$ cat src/rtl/bkpt_pkg.sv
package bkpt_pkg;
  localparam int PC_W        = 24;
  localparam int WORD_W      = 16;
  localparam int OP_W        = 8;
  localparam int FRAME_WORDS = 3;
  localparam int FRAME_BYTES = 2 * FRAME_WORDS;
  localparam int VEC_WORDS   = 2;
  // step numbers counted from 0 in the first busy cycle
  localparam int STEP_WR0    = 1;
  localparam int STEP_RD0    = STEP_WR0 + FRAME_WORDS;
  localparam int MIN_CYCLES  = STEP_RD0 + VEC_WORDS + 1;

  typedef logic [PC_W-1:0]   pc_t;
  typedef logic [WORD_W-1:0] word_t;

  // return address: one byte past the opcode, wrapping at 24 bits
  function automatic pc_t pc_after_op(pc_t pc);
    return pc + pc_t'(1);
  endfunction

  function automatic word_t ssp_lower(word_t s);
    return s - word_t'(FRAME_BYTES);
  endfunction

  function automatic word_t slot_addr(word_t base, int unsigned idx);
    return base + word_t'(2 * idx);
  endfunction

  // frame word contents by slot index
  function automatic word_t frame_word(pc_t pc, word_t psw, int unsigned idx);
    word_t w;
    case (idx)
      0:       w = pc[WORD_W-1:0];
      1:       w = word_t'(pc[PC_W-1:WORD_W]);
      default: w = psw;
    endcase
    return w;
  endfunction

  // new PC: upper byte cleared, lowest bit cleared
  function automatic pc_t pc_from_vector(word_t w);
    pc_t r;
    r = '0;
    r[WORD_W-1:1] = w[WORD_W-1:1];
    return r;
  endfunction
endpackage

$ cat src/rtl/bkpt_trig_decode.sv
module bkpt_trig_decode #(
  parameter int OP_W = bkpt_pkg::OP_W
) (
  input  logic            clk,
  input  logic            rst,
  input  logic            op_valid,
  input  logic [OP_W-1:0] op_byte,
  input  logic            busy,
  output logic            op_is_bkpt,
  output logic            accept
);
  localparam logic [OP_W-1:0] BKPT_CODE = '1;

  assign op_is_bkpt = op_valid && (op_byte == BKPT_CODE);
  assign accept     = op_is_bkpt && !busy;

  // the all-zeros opcode never starts a trap
  p_nop_no_trap_r1: assert property (@(posedge clk) disable iff (rst)
    (op_byte == '0) |-> !accept);

  // nothing is accepted while a sequence runs
  p_busy_blocks_r8: assert property (@(posedge clk) disable iff (rst)
    busy |-> !accept);
endmodule

$ cat src/rtl/bkpt_step_ctr.sv
module bkpt_step_ctr #(
  parameter int CYC_NORM = 23,
  parameter int CYC_PZ   = 19,
  parameter int CNT_W    = 5
) (
  input  logic             clk,
  input  logic             rst,
  input  logic             start,
  input  logic             pz_mode,
  output logic             busy,
  output logic [CNT_W-1:0] cnt,
  output logic             done
);
  localparam logic [CNT_W-1:0] LAST_NORM = CNT_W'(CYC_NORM - 1);
  localparam logic [CNT_W-1:0] LAST_PZ   = CNT_W'(CYC_PZ - 1);

  logic [CNT_W-1:0] last_q;

  assign done = busy && (cnt == last_q);

  always_ff @(posedge clk) begin
    if (rst) begin
      busy   <= 1'b0;
      cnt    <= '0;
      last_q <= '0;
    end else if (busy) begin
      if (done) begin
        busy <= 1'b0;
        cnt  <= '0;
      end else begin
        cnt <= cnt + CNT_W'(1);
      end
    end else if (start) begin
      busy   <= 1'b1;
      cnt    <= '0;
      last_q <= pz_mode ? LAST_PZ : LAST_NORM;
    end
  end

  // the counter never runs past the selected end
  p_cnt_bound_r7: assert property (@(posedge clk) disable iff (rst)
    busy |-> (cnt <= last_q));

  // done is followed by idle
  p_done_ends_r7: assert property (@(posedge clk) disable iff (rst)
    done |=> !busy);

  // a running sequence keeps stepping, a late start changes nothing
  p_step_on_r8: assert property (@(posedge clk) disable iff (rst)
    (busy && !done) |=> (busy && cnt == $past(cnt) + CNT_W'(1)));
endmodule

$ cat src/rtl/bkpt_frame_port.sv
module bkpt_frame_port
  import bkpt_pkg::*;
#(
  parameter int        CNT_W    = 5,
  parameter logic [23:0] VEC_BASE = 24'h002018
) (
  input  logic             clk,
  input  logic             rst,
  input  logic             busy,
  input  logic [CNT_W-1:0] cnt,
  input  word_t            ssp_base,
  input  pc_t              pc_saved,
  input  word_t            psw_saved,
  output logic             dmem_we,
  output word_t            dmem_addr,
  output word_t            dmem_wdata,
  output logic             cmem_re,
  output pc_t              cmem_addr,
  output logic             ld_psw,
  output logic             ld_pc
);
  logic  [FRAME_WORDS-1:0] slot_hit;
  word_t                   slot_a [FRAME_WORDS];
  word_t                   slot_d [FRAME_WORDS];
  logic  [VEC_WORDS-1:0]   rd_hit;
  pc_t                     rd_a   [VEC_WORDS];

  for (genvar g = 0; g < FRAME_WORDS; g++) begin : g_slot
    assign slot_hit[g] = busy && (cnt == CNT_W'(STEP_WR0 + g));
    assign slot_a[g]   = slot_addr(ssp_base, g);
    assign slot_d[g]   = frame_word(pc_saved, psw_saved, g);
    if (g > 0) begin : g_order
      // frame words go out on consecutive cycles in slot order
      p_slot_order_r3: assert property (@(posedge clk) disable iff (rst)
        slot_hit[g-1] |=> slot_hit[g]);
    end
  end

  for (genvar v = 0; v < VEC_WORDS; v++) begin : g_vec
    assign rd_hit[v] = busy && (cnt == CNT_W'(STEP_RD0 + v));
    assign rd_a[v]   = VEC_BASE + pc_t'(2 * v);
  end

  always_comb begin
    dmem_we    = |slot_hit;
    dmem_addr  = '0;
    dmem_wdata = '0;
    for (int i = 0; i < FRAME_WORDS; i++) begin
      if (slot_hit[i]) begin
        dmem_addr  = slot_a[i];
        dmem_wdata = slot_d[i];
      end
    end
  end

  always_comb begin
    cmem_re   = |rd_hit;
    cmem_addr = '0;
    for (int i = 0; i < VEC_WORDS; i++) begin
      if (rd_hit[i]) cmem_addr = rd_a[i];
    end
  end

  assign ld_psw = rd_hit[0];
  assign ld_pc  = rd_hit[VEC_WORDS-1];

  // at most one memory step per cycle
  p_one_step_r3: assert property (@(posedge clk) disable iff (rst)
    $onehot0({slot_hit, rd_hit}));

  // the status word is read before the PC word
  p_psw_first_r4: assert property (@(posedge clk) disable iff (rst)
    ld_psw |=> ld_pc);

  // reads begin right after the last frame write
  p_read_after_write_r4: assert property (@(posedge clk) disable iff (rst)
    slot_hit[FRAME_WORDS-1] |=> ld_psw);
endmodule

$ cat src/rtl/bkpt_trap_seq.sv
module bkpt_trap_seq
  import bkpt_pkg::*;
#(
  parameter int          CYC_NORM = 23,
  parameter int          CYC_PZ   = 19,
  parameter logic [23:0] VEC_BASE = 24'h002018
) (
  input  logic        clk,
  input  logic        rst,
  input  logic        op_valid,
  input  logic [7:0]  op_byte,
  input  logic        page_zero,
  input  logic [23:0] pc_in,
  input  logic [15:0] psw_in,
  input  logic [15:0] ssp_in,
  output logic        dmem_we,
  output logic [15:0] dmem_addr,
  output logic [15:0] dmem_wdata,
  output logic        cmem_re,
  output logic [23:0] cmem_addr,
  input  logic [15:0] cmem_rdata,
  output logic [23:0] pc_out,
  output logic [15:0] psw_out,
  output logic [15:0] ssp_out,
  output logic        busy,
  output logic        done
);
  localparam int CYC_MAX = (CYC_NORM > CYC_PZ) ? CYC_NORM : CYC_PZ;
  localparam int CNT_W   = $clog2(CYC_MAX + 1);

  // named internal events
  logic             accept;
  logic             op_is_bkpt;
  logic [CNT_W-1:0] step;
  logic             ld_psw;
  logic             ld_pc;

  pc_t   pc_saved_q;
  word_t psw_saved_q;
  word_t ssp_q;
  word_t psw_new_q;
  pc_t   pc_new_q;

  bkpt_trig_decode #(.OP_W(OP_W)) u_decode (
    .clk        (clk),
    .rst        (rst),
    .op_valid   (op_valid),
    .op_byte    (op_byte),
    .busy       (busy),
    .op_is_bkpt (op_is_bkpt),
    .accept     (accept)
  );

  bkpt_step_ctr #(
    .CYC_NORM (CYC_NORM),
    .CYC_PZ   (CYC_PZ),
    .CNT_W    (CNT_W)
  ) u_ctr (
    .clk     (clk),
    .rst     (rst),
    .start   (accept),
    .pz_mode (page_zero),
    .busy    (busy),
    .cnt     (step),
    .done    (done)
  );

  bkpt_frame_port #(
    .CNT_W    (CNT_W),
    .VEC_BASE (VEC_BASE)
  ) u_port (
    .clk        (clk),
    .rst        (rst),
    .busy       (busy),
    .cnt        (step),
    .ssp_base   (ssp_q),
    .pc_saved   (pc_saved_q),
    .psw_saved  (psw_saved_q),
    .dmem_we    (dmem_we),
    .dmem_addr  (dmem_addr),
    .dmem_wdata (dmem_wdata),
    .cmem_re    (cmem_re),
    .cmem_addr  (cmem_addr),
    .ld_psw     (ld_psw),
    .ld_pc      (ld_pc)
  );

  always_ff @(posedge clk) begin
    if (rst) begin
      pc_saved_q  <= '0;
      psw_saved_q <= '0;
      ssp_q       <= '0;
      psw_new_q   <= '0;
      pc_new_q    <= '0;
    end else begin
      if (accept) begin
        pc_saved_q  <= pc_after_op(pc_in);
        psw_saved_q <= psw_in;
        ssp_q       <= ssp_lower(ssp_in);
      end
      if (ld_psw) psw_new_q <= cmem_rdata;
      if (ld_pc)  pc_new_q  <= pc_from_vector(cmem_rdata);
    end
  end

  assign pc_out  = pc_new_q;
  assign psw_out = psw_new_q;
  assign ssp_out = ssp_q;

  // the stack pointer drops by one frame at acceptance
  p_ssp_drop_r2: assert property (@(posedge clk) disable iff (rst)
    $rose(busy) |-> (ssp_out == $past(ssp_in) - 16'd6));

  // the status word is an exact copy of the vector word
  p_psw_copy_r5: assert property (@(posedge clk) disable iff (rst)
    ld_psw |=> (psw_out == $past(cmem_rdata)));

  // the new PC is even and lies in the low 64 KiB
  p_pc_shape_r6: assert property (@(posedge clk) disable iff (rst)
    ld_pc |=> (pc_out[0] == 1'b0 && pc_out[23:16] == 8'h00));

  // done lasts one cycle
  p_done_once_r7: assert property (@(posedge clk) disable iff (rst)
    done |=> !done);

  // memory ports stay quiet while idle
  p_idle_quiet_r9: assert property (@(posedge clk) disable iff (rst)
    !busy |-> (!dmem_we && !cmem_re));

  // reset leaves the sequencer idle
  p_reset_idle_r9: assert property (@(posedge clk)
    rst |=> (!busy && !done));

  // a start always needs the breakpoint opcode
  p_start_needs_op_r1: assert property (@(posedge clk) disable iff (rst)
    $rose(busy) |-> $past(op_is_bkpt));
endmodule

$ cat config.mk
export PLATFORM = sky130hd
export DESIGN_NAME = bkpt_trap_seq
export DESIGN_NICKNAME = d
export VERILOG_FILES = /design/src/rtl/bkpt_pkg.sv /design/src/rtl/bkpt_trig_decode.sv /design/src/rtl/bkpt_step_ctr.sv /design/src/rtl/bkpt_frame_port.sv /design/src/rtl/bkpt_trap_seq.sv
export SDC_FILE = /design/constraint.sdc
export NUM_CORES = 1
export LEC_CHECK = 0
export ABC_AREA = 1
export BUFFER_PORTS_ARGS = -buffer_cell sky130_fd_sc_hd__clkbuf_2
export CAP_MARGIN = 15
export CORE_ASPECT_RATIO = 1.75
export CORE_MARGIN = 2
export CORE_UTILIZATION = 51
export DETAILED_ROUTE_END_ITERATION = 10
export PLACE_DENSITY_LB_ADDON = 0.05
export SLEW_MARGIN = 20
export SYNTH_ARGS = -nofsm -noshare
export SYNTH_HDL_FRONTEND = slang
export SYNTH_SLANG_ARGS = --single-unit
export TNS_END_PERCENT = 20
$ cat constraint.sdc
create_clock -name clk -period 2.15 [get_ports clk]
set_input_delay 0.215 -clock clk [delete_from_list [all_inputs] [get_ports clk]]
set_output_delay 0.215 -clock clk [all_outputs]
set_load 0.005 [all_outputs]
---- Yosys cells after proc, flatten, opt, wreduce, memory -nomap -nowiden ----
Cells that the tools add are included.
word-level totals
  register bits ........................... 98
  input bits .............................. 84
  word-level logic and storage cells ...... 49
operators by class
  add/subtract/negate cells ............... 5
  equality and inequality tests ........... 7
  multiplexer cells ....................... 15
  bitwise operators ....................... 1
  reduce and logical (&&, ||, !) cells .... 13
operator list
  kind                                                                  count
  16-bit 2-to-1 mux                                                     6
  14-bit 2-to-1 mux                                                     2
  24-bit by 1-bit adder with 24-bit output, second input constant       1
  16-bit by 2-bit adder with 16-bit output, second input constant       1
  16-bit by 3-bit adder with 16-bit output, second input constant       1
  16-bit by 3-bit subtractor with 16-bit output, second input constant  1
  5-bit 2-to-1 mux                                                      3
  5-bit by 2-bit == test with 1-bit output, second input constant       2
  5-bit by 3-bit == test with 1-bit output, second input constant       2
  8-bit == test, second input constant                                  1
  1-bit logical AND                                                     8
  5-bit by 1-bit adder with 5-bit output, second input constant         1
  5-bit by 1-bit == test with 1-bit output, second input constant       1
  5-bit == test                                                         1
  1-bit 2-to-1 mux                                                      3
  3-bit 2-to-1 mux                                                      1
  3-bit OR reduction                                                    1
  2-bit AND reduction                                                   1
  2-bit nonzero test                                                    1
  2-bit OR reduction                                                    1
  1-bit zero test                                                       1
  1-bit NOT                                                             1

---- Longest topological paths before layout ----
  word-level depth ........................ 5
  gate-level depth with buffers ........... 11
  mapped depth without buffers ............ 10

---- Modules after synthesis ----
A second synthesis with hierarchy kept.
second synthesis, totals
  cells, all modules ...................... 971
  area, all modules ....................... 6028.3 µm²
modules (own cells, without submodules)
  module            times used  cells an instance  area each (µm²)  seq. area each (µm²)
  bkpt_trap_seq     1           616                4107.7           1741.7
  bkpt_frame_port   1           283                1411.4           0.0
  bkpt_step_ctr     1           61                 454.2            160.2
  bkpt_trig_decode  1           11                 55.1             0.0

---- Worst setup path after synthesis ----
Ideal clock, no wire load.
  kind .................................... flip-flop to output port
  from .................................... reg u_ctr.cnt[1]
  to ...................................... out cmem_addr[13]
  data arrival time ....................... 1.447 ns
  slack ................................... 0.488 ns
  stages on the path, launching flop included .. 9
  path buffers ............................ 2
  path through ............................ dfxtp_1 -> inv_1 -> ha_1 -> nand2_4 -> nor2_4 -> inv_1 -> buf_2 -> nand2_1 -> buf_4
between the ends
  longest elaborated chain between the ends .. 4
  elaborated cells between the ends (all ways) .. 6
  those cells by class .................... 2 x eq/ne; 2 x mux; 2 x reduce/logical
ends and longest elaborated chain
  what                                      RTL line               text
  from (decl)                               bkpt_step_ctr.sv:11    output logic [CNT_W-1:0] cnt,
  from (signal assigned)                    bkpt_step_ctr.sv:31    cnt <= cnt + CNT_W'(1);
  5-bit by 3-bit == test with 1-bit output  bkpt_frame_port.sv:40  assign rd_hit[v] = busy && (cnt == CNT_W'(STEP_RD0 + v));
  1-bit logical AND                         bkpt_frame_port.sv:40
  14-bit 2-to-1 mux                         bkpt_frame_port.sv:60  if (rd_hit[i]) cmem_addr = rd_a[i];
  14-bit 2-to-1 mux (*)                     bkpt_frame_port.sv:60
  to (decl)                                 bkpt_trap_seq.sv:20    output logic [23:0] cmem_addr,
Every way passes the cells marked *; elsewhere a longest branch is shown, timed or not.

---- Final worst setup path ----
  from .................................... reg u_ctr.cnt[0]
  to ...................................... out dmem_wdata[7]
between the ends
  longest elaborated chain between the ends .. 5
  elaborated cells between the ends (all ways) .. 9
  those cells by class .................... 3 x eq/ne; 3 x mux; 3 x reduce/logical
ends and longest elaborated chain
  what                                      RTL line               text
  5-bit by 1-bit == test with 1-bit output  bkpt_frame_port.sv:29  assign slot_hit[g] = busy && (cnt == CNT_W'(STEP_WR0 + g));
  1-bit logical AND                         bkpt_frame_port.sv:29
  16-bit 2-to-1 mux (2 in series)           bkpt_frame_port.sv:49  if (slot_hit[i]) begin
  16-bit 2-to-1 mux (*)                     bkpt_frame_port.sv:49
  to (decl)                                 bkpt_trap_seq.sv:18    output logic [15:0] dmem_wdata,
Marks and branches as above.

==> metrics <==
area delta synth->final 23.9%; GR met2 Demand/Resource 52.4%; Post-Synthesis Cell Area 0.00582 sq mm; CP max FO 8; Yosys top cell area share 32.7%; final setup vio count 0; final setup TNS 0 ns; M3 GR Usage 4.38%; Crit-path slowest cell dfxtp_2; Max stage delay on crit path 0.35 ns; worst-path cell chain inv_2, ha_2, nand3_2, nor2_8, nand2_4, inv_1, a22oi_1, o21ai_1, clkbuf_2; class of the worst hold path in2reg; first-pass GRT wire length 27,600 um; sequential power share 47.5%; met1 usage 29.1%; Net Sw Power 920 uW; Max-slew headroom 56.6%; clock buffer count from CTS 9; Static Leak 3.42 nW; YS warnings 0; CTS tree yes; initial antenna violation count 0; Initial DRT Pass Iterations 5; CTS sink count 95; FF+latch count, synth 95; Core Box Area 0.0111 sq mm; routed vias/inst 5.15; DR WL/cell 14.7 um; Die ar. 0.0123 sq mm; Syn Inst Count 880; GRT overflow 0; Req. time, crit path 1.93 ns; Tmin final 2.14 ns; Place WS 0.237 ns; cell family contributing the most delay on the critical path simple AND/OR/NAND/NOR gates; Root Buffer clkbuf_16; sequential fraction of the synthesis area 32.7%; max cap viols 0; Detail Route Antenna Nets 0; worst setup margin 0.0120 ns; Die Wd 84.8 um; clk_skew 0.0122 ns; Iteration-0 DRC Markers 201; Setup crit start kind register; vias in the first global route 5,774; I/O Pins 200; Synth cell types 41; largest net degree at the start of global routing 74; Arr. time, crit path 1.92 ns; buffers plus inverters on the worst setup path 3; Rows 51; Placer Congestion 0.959; RSZ-0062 raised after global routing yes; pwr/cell area 514 mW/mm^2; Synth area leader dfxtp_1; ANT cells 0; Slew Limit Fails 0; # nets final 1,149; Clk network pwr share 45.5%; cells taking the most area after synthesis dfxtp_1 (33%), nor2_1 (11%), nand2_1 (11%), o21ai_0 (7.7%), inv_1 (5.6%); Detail Placement HPWL 13,100 um; crit share post-route 99.4%; Pint 2.79 mW; hold_buf cts 0; PortBufs 170; clock-pin transition on the worst setup and hold timing paths 0.08 ns; Max IR drop VDD 0.665 mV; clk_lat worst skew 0.35 ns; Vias 6,149; fmax 0.468 GHz; die span in y 145 um; Crit Path Class reg2out; Gate power share 7.0%; Initial Util 52.4%; Clock Path Buffers 2; most frequent cells in the layout nor2_1 (170), clkbuf_2 (170), nand2_1 (163); R2R setup slack 0.42 ns; status complete, no violations; Total GRT Usage 28.0%; Final Routed Wirelength 17,600 um; switching power share of the total 24.8%; H-tree Lvls 3; Slew @ Worst Pin 0.652 ns; Mapped Avg Cell Area 6.61 sq um; Worst setup EP type primary output; final hold violations 0; layout cells sized above 1 25.4%; DRC viols 0; gr busiest metal met2
[stage by stage]
stage	total power [mW]	utilization, %	cells	instance area [sq um]	hold WS [ns]
global placement	2.06	60.5	1170	6720	0.403
detailed placement	2.06	60.5	1170	6720	0.408
floorplan	1.96	-	908	5920	0.305
CTS	3.73	63.9	1188	7100	0.0337
finish	3.71	64.9	1194	7210	0.0400
global route	3.83	64.9	1194	7210	0.0533
[state kept, by name (all words and copies together) (netlist names)]
register      cells
pc_out           15
u_ctr.last_q      2
ssp_out          16
pc_saved_q       24
u_ctr.cnt         5
psw_out          16
u_ctr.busy        1
psw_saved_q      16
[power by group through the flow]
stage,Clock (mW),Combinational [mW],Sequential [mW]
2_1_floorplan,0,0.154,1.80
3_3_place_gp,0,0.255,1.80
3_5_place_dp,0,0.255,1.80
4_1_cts,1.71,0.257,1.76
5_1_grt,1.78,0.289,1.76
6_report,1.69,0.259,1.76
[synth_stat cells]
cell type,number
a211oi_1,3
a21boi_0,1
a21oi_1,48
a22oi_1,2
a31oi_1,2
and2_1,1
buf_1,1
buf_2,11
buf_4,34
buf_6,4
clkbuf_1,11
clkbuf_2,2
clkinv_1,3
conb_1,1
dfxtp_1,95
ha_1,8
inv_1,87
inv_4,2
nand2_1,166
nand2_4,4
nand3_1,41
nand3_2,3
nand3_4,2
nand3b_1,9
nand4_1,5
nand4_4,1
nor2_1,176
nor2_2,2
nor2_4,3
nor2_8,4
nor3_1,4
o211ai_1,3
o21ai_0,90
o21ai_1,7
o21ai_2,10
o221ai_1,7
o22ai_1,2
o31ai_1,2
or2_0,1
xnor2_1,7
xor2_1,15
[layer usage]
metal  up-vias  wire (um)
met2       217       9500
met5         -          0
met3        48        939
met1      2761       6360
met4         0        816
li1       3123          -
[cell families (layout without fill, tap and decap cells)]
kind of cell,Yosys count,in the layout,synth area share (%)
other cells,1,29,0.0644
fa+ha+maj,8,8,1.72
compound gates,177,177,16.9
flops,95,95,32.7
buf+inv,155,308,13.1
xor+xnor,22,22,3.31
simple gates,422,423,32.3
[final timing paths]
kind,start,end,depth (start not counted)
worst max-delay path,u_ctr.cnt[0],dmem_wdata[7],9
worst max register to register,u_ctr.cnt[1],psw_out[9],6
worst min register to register,pc_saved_q[0],pc_saved_q[0],2
worst min-delay path,page_zero,u_ctr.last_q[2],2
[timing repair]
item,in CTS,in global routing
gates resized for setup,12,20
pin swaps,2,7
buffers inserted,2,5
setup endpoints to repair,23,30
gates cloned,0,1
[final cells by class]
class	instances	area, sq um
clock buffer	9	225
clock inverter	7	91.3
fill	1079	3890
inverter	92	350
multi-input combinational	659	3340
sequential	95	1910
tap	132	165
timing repair buffer	200	1120
(Power assumes the default switching activity.)
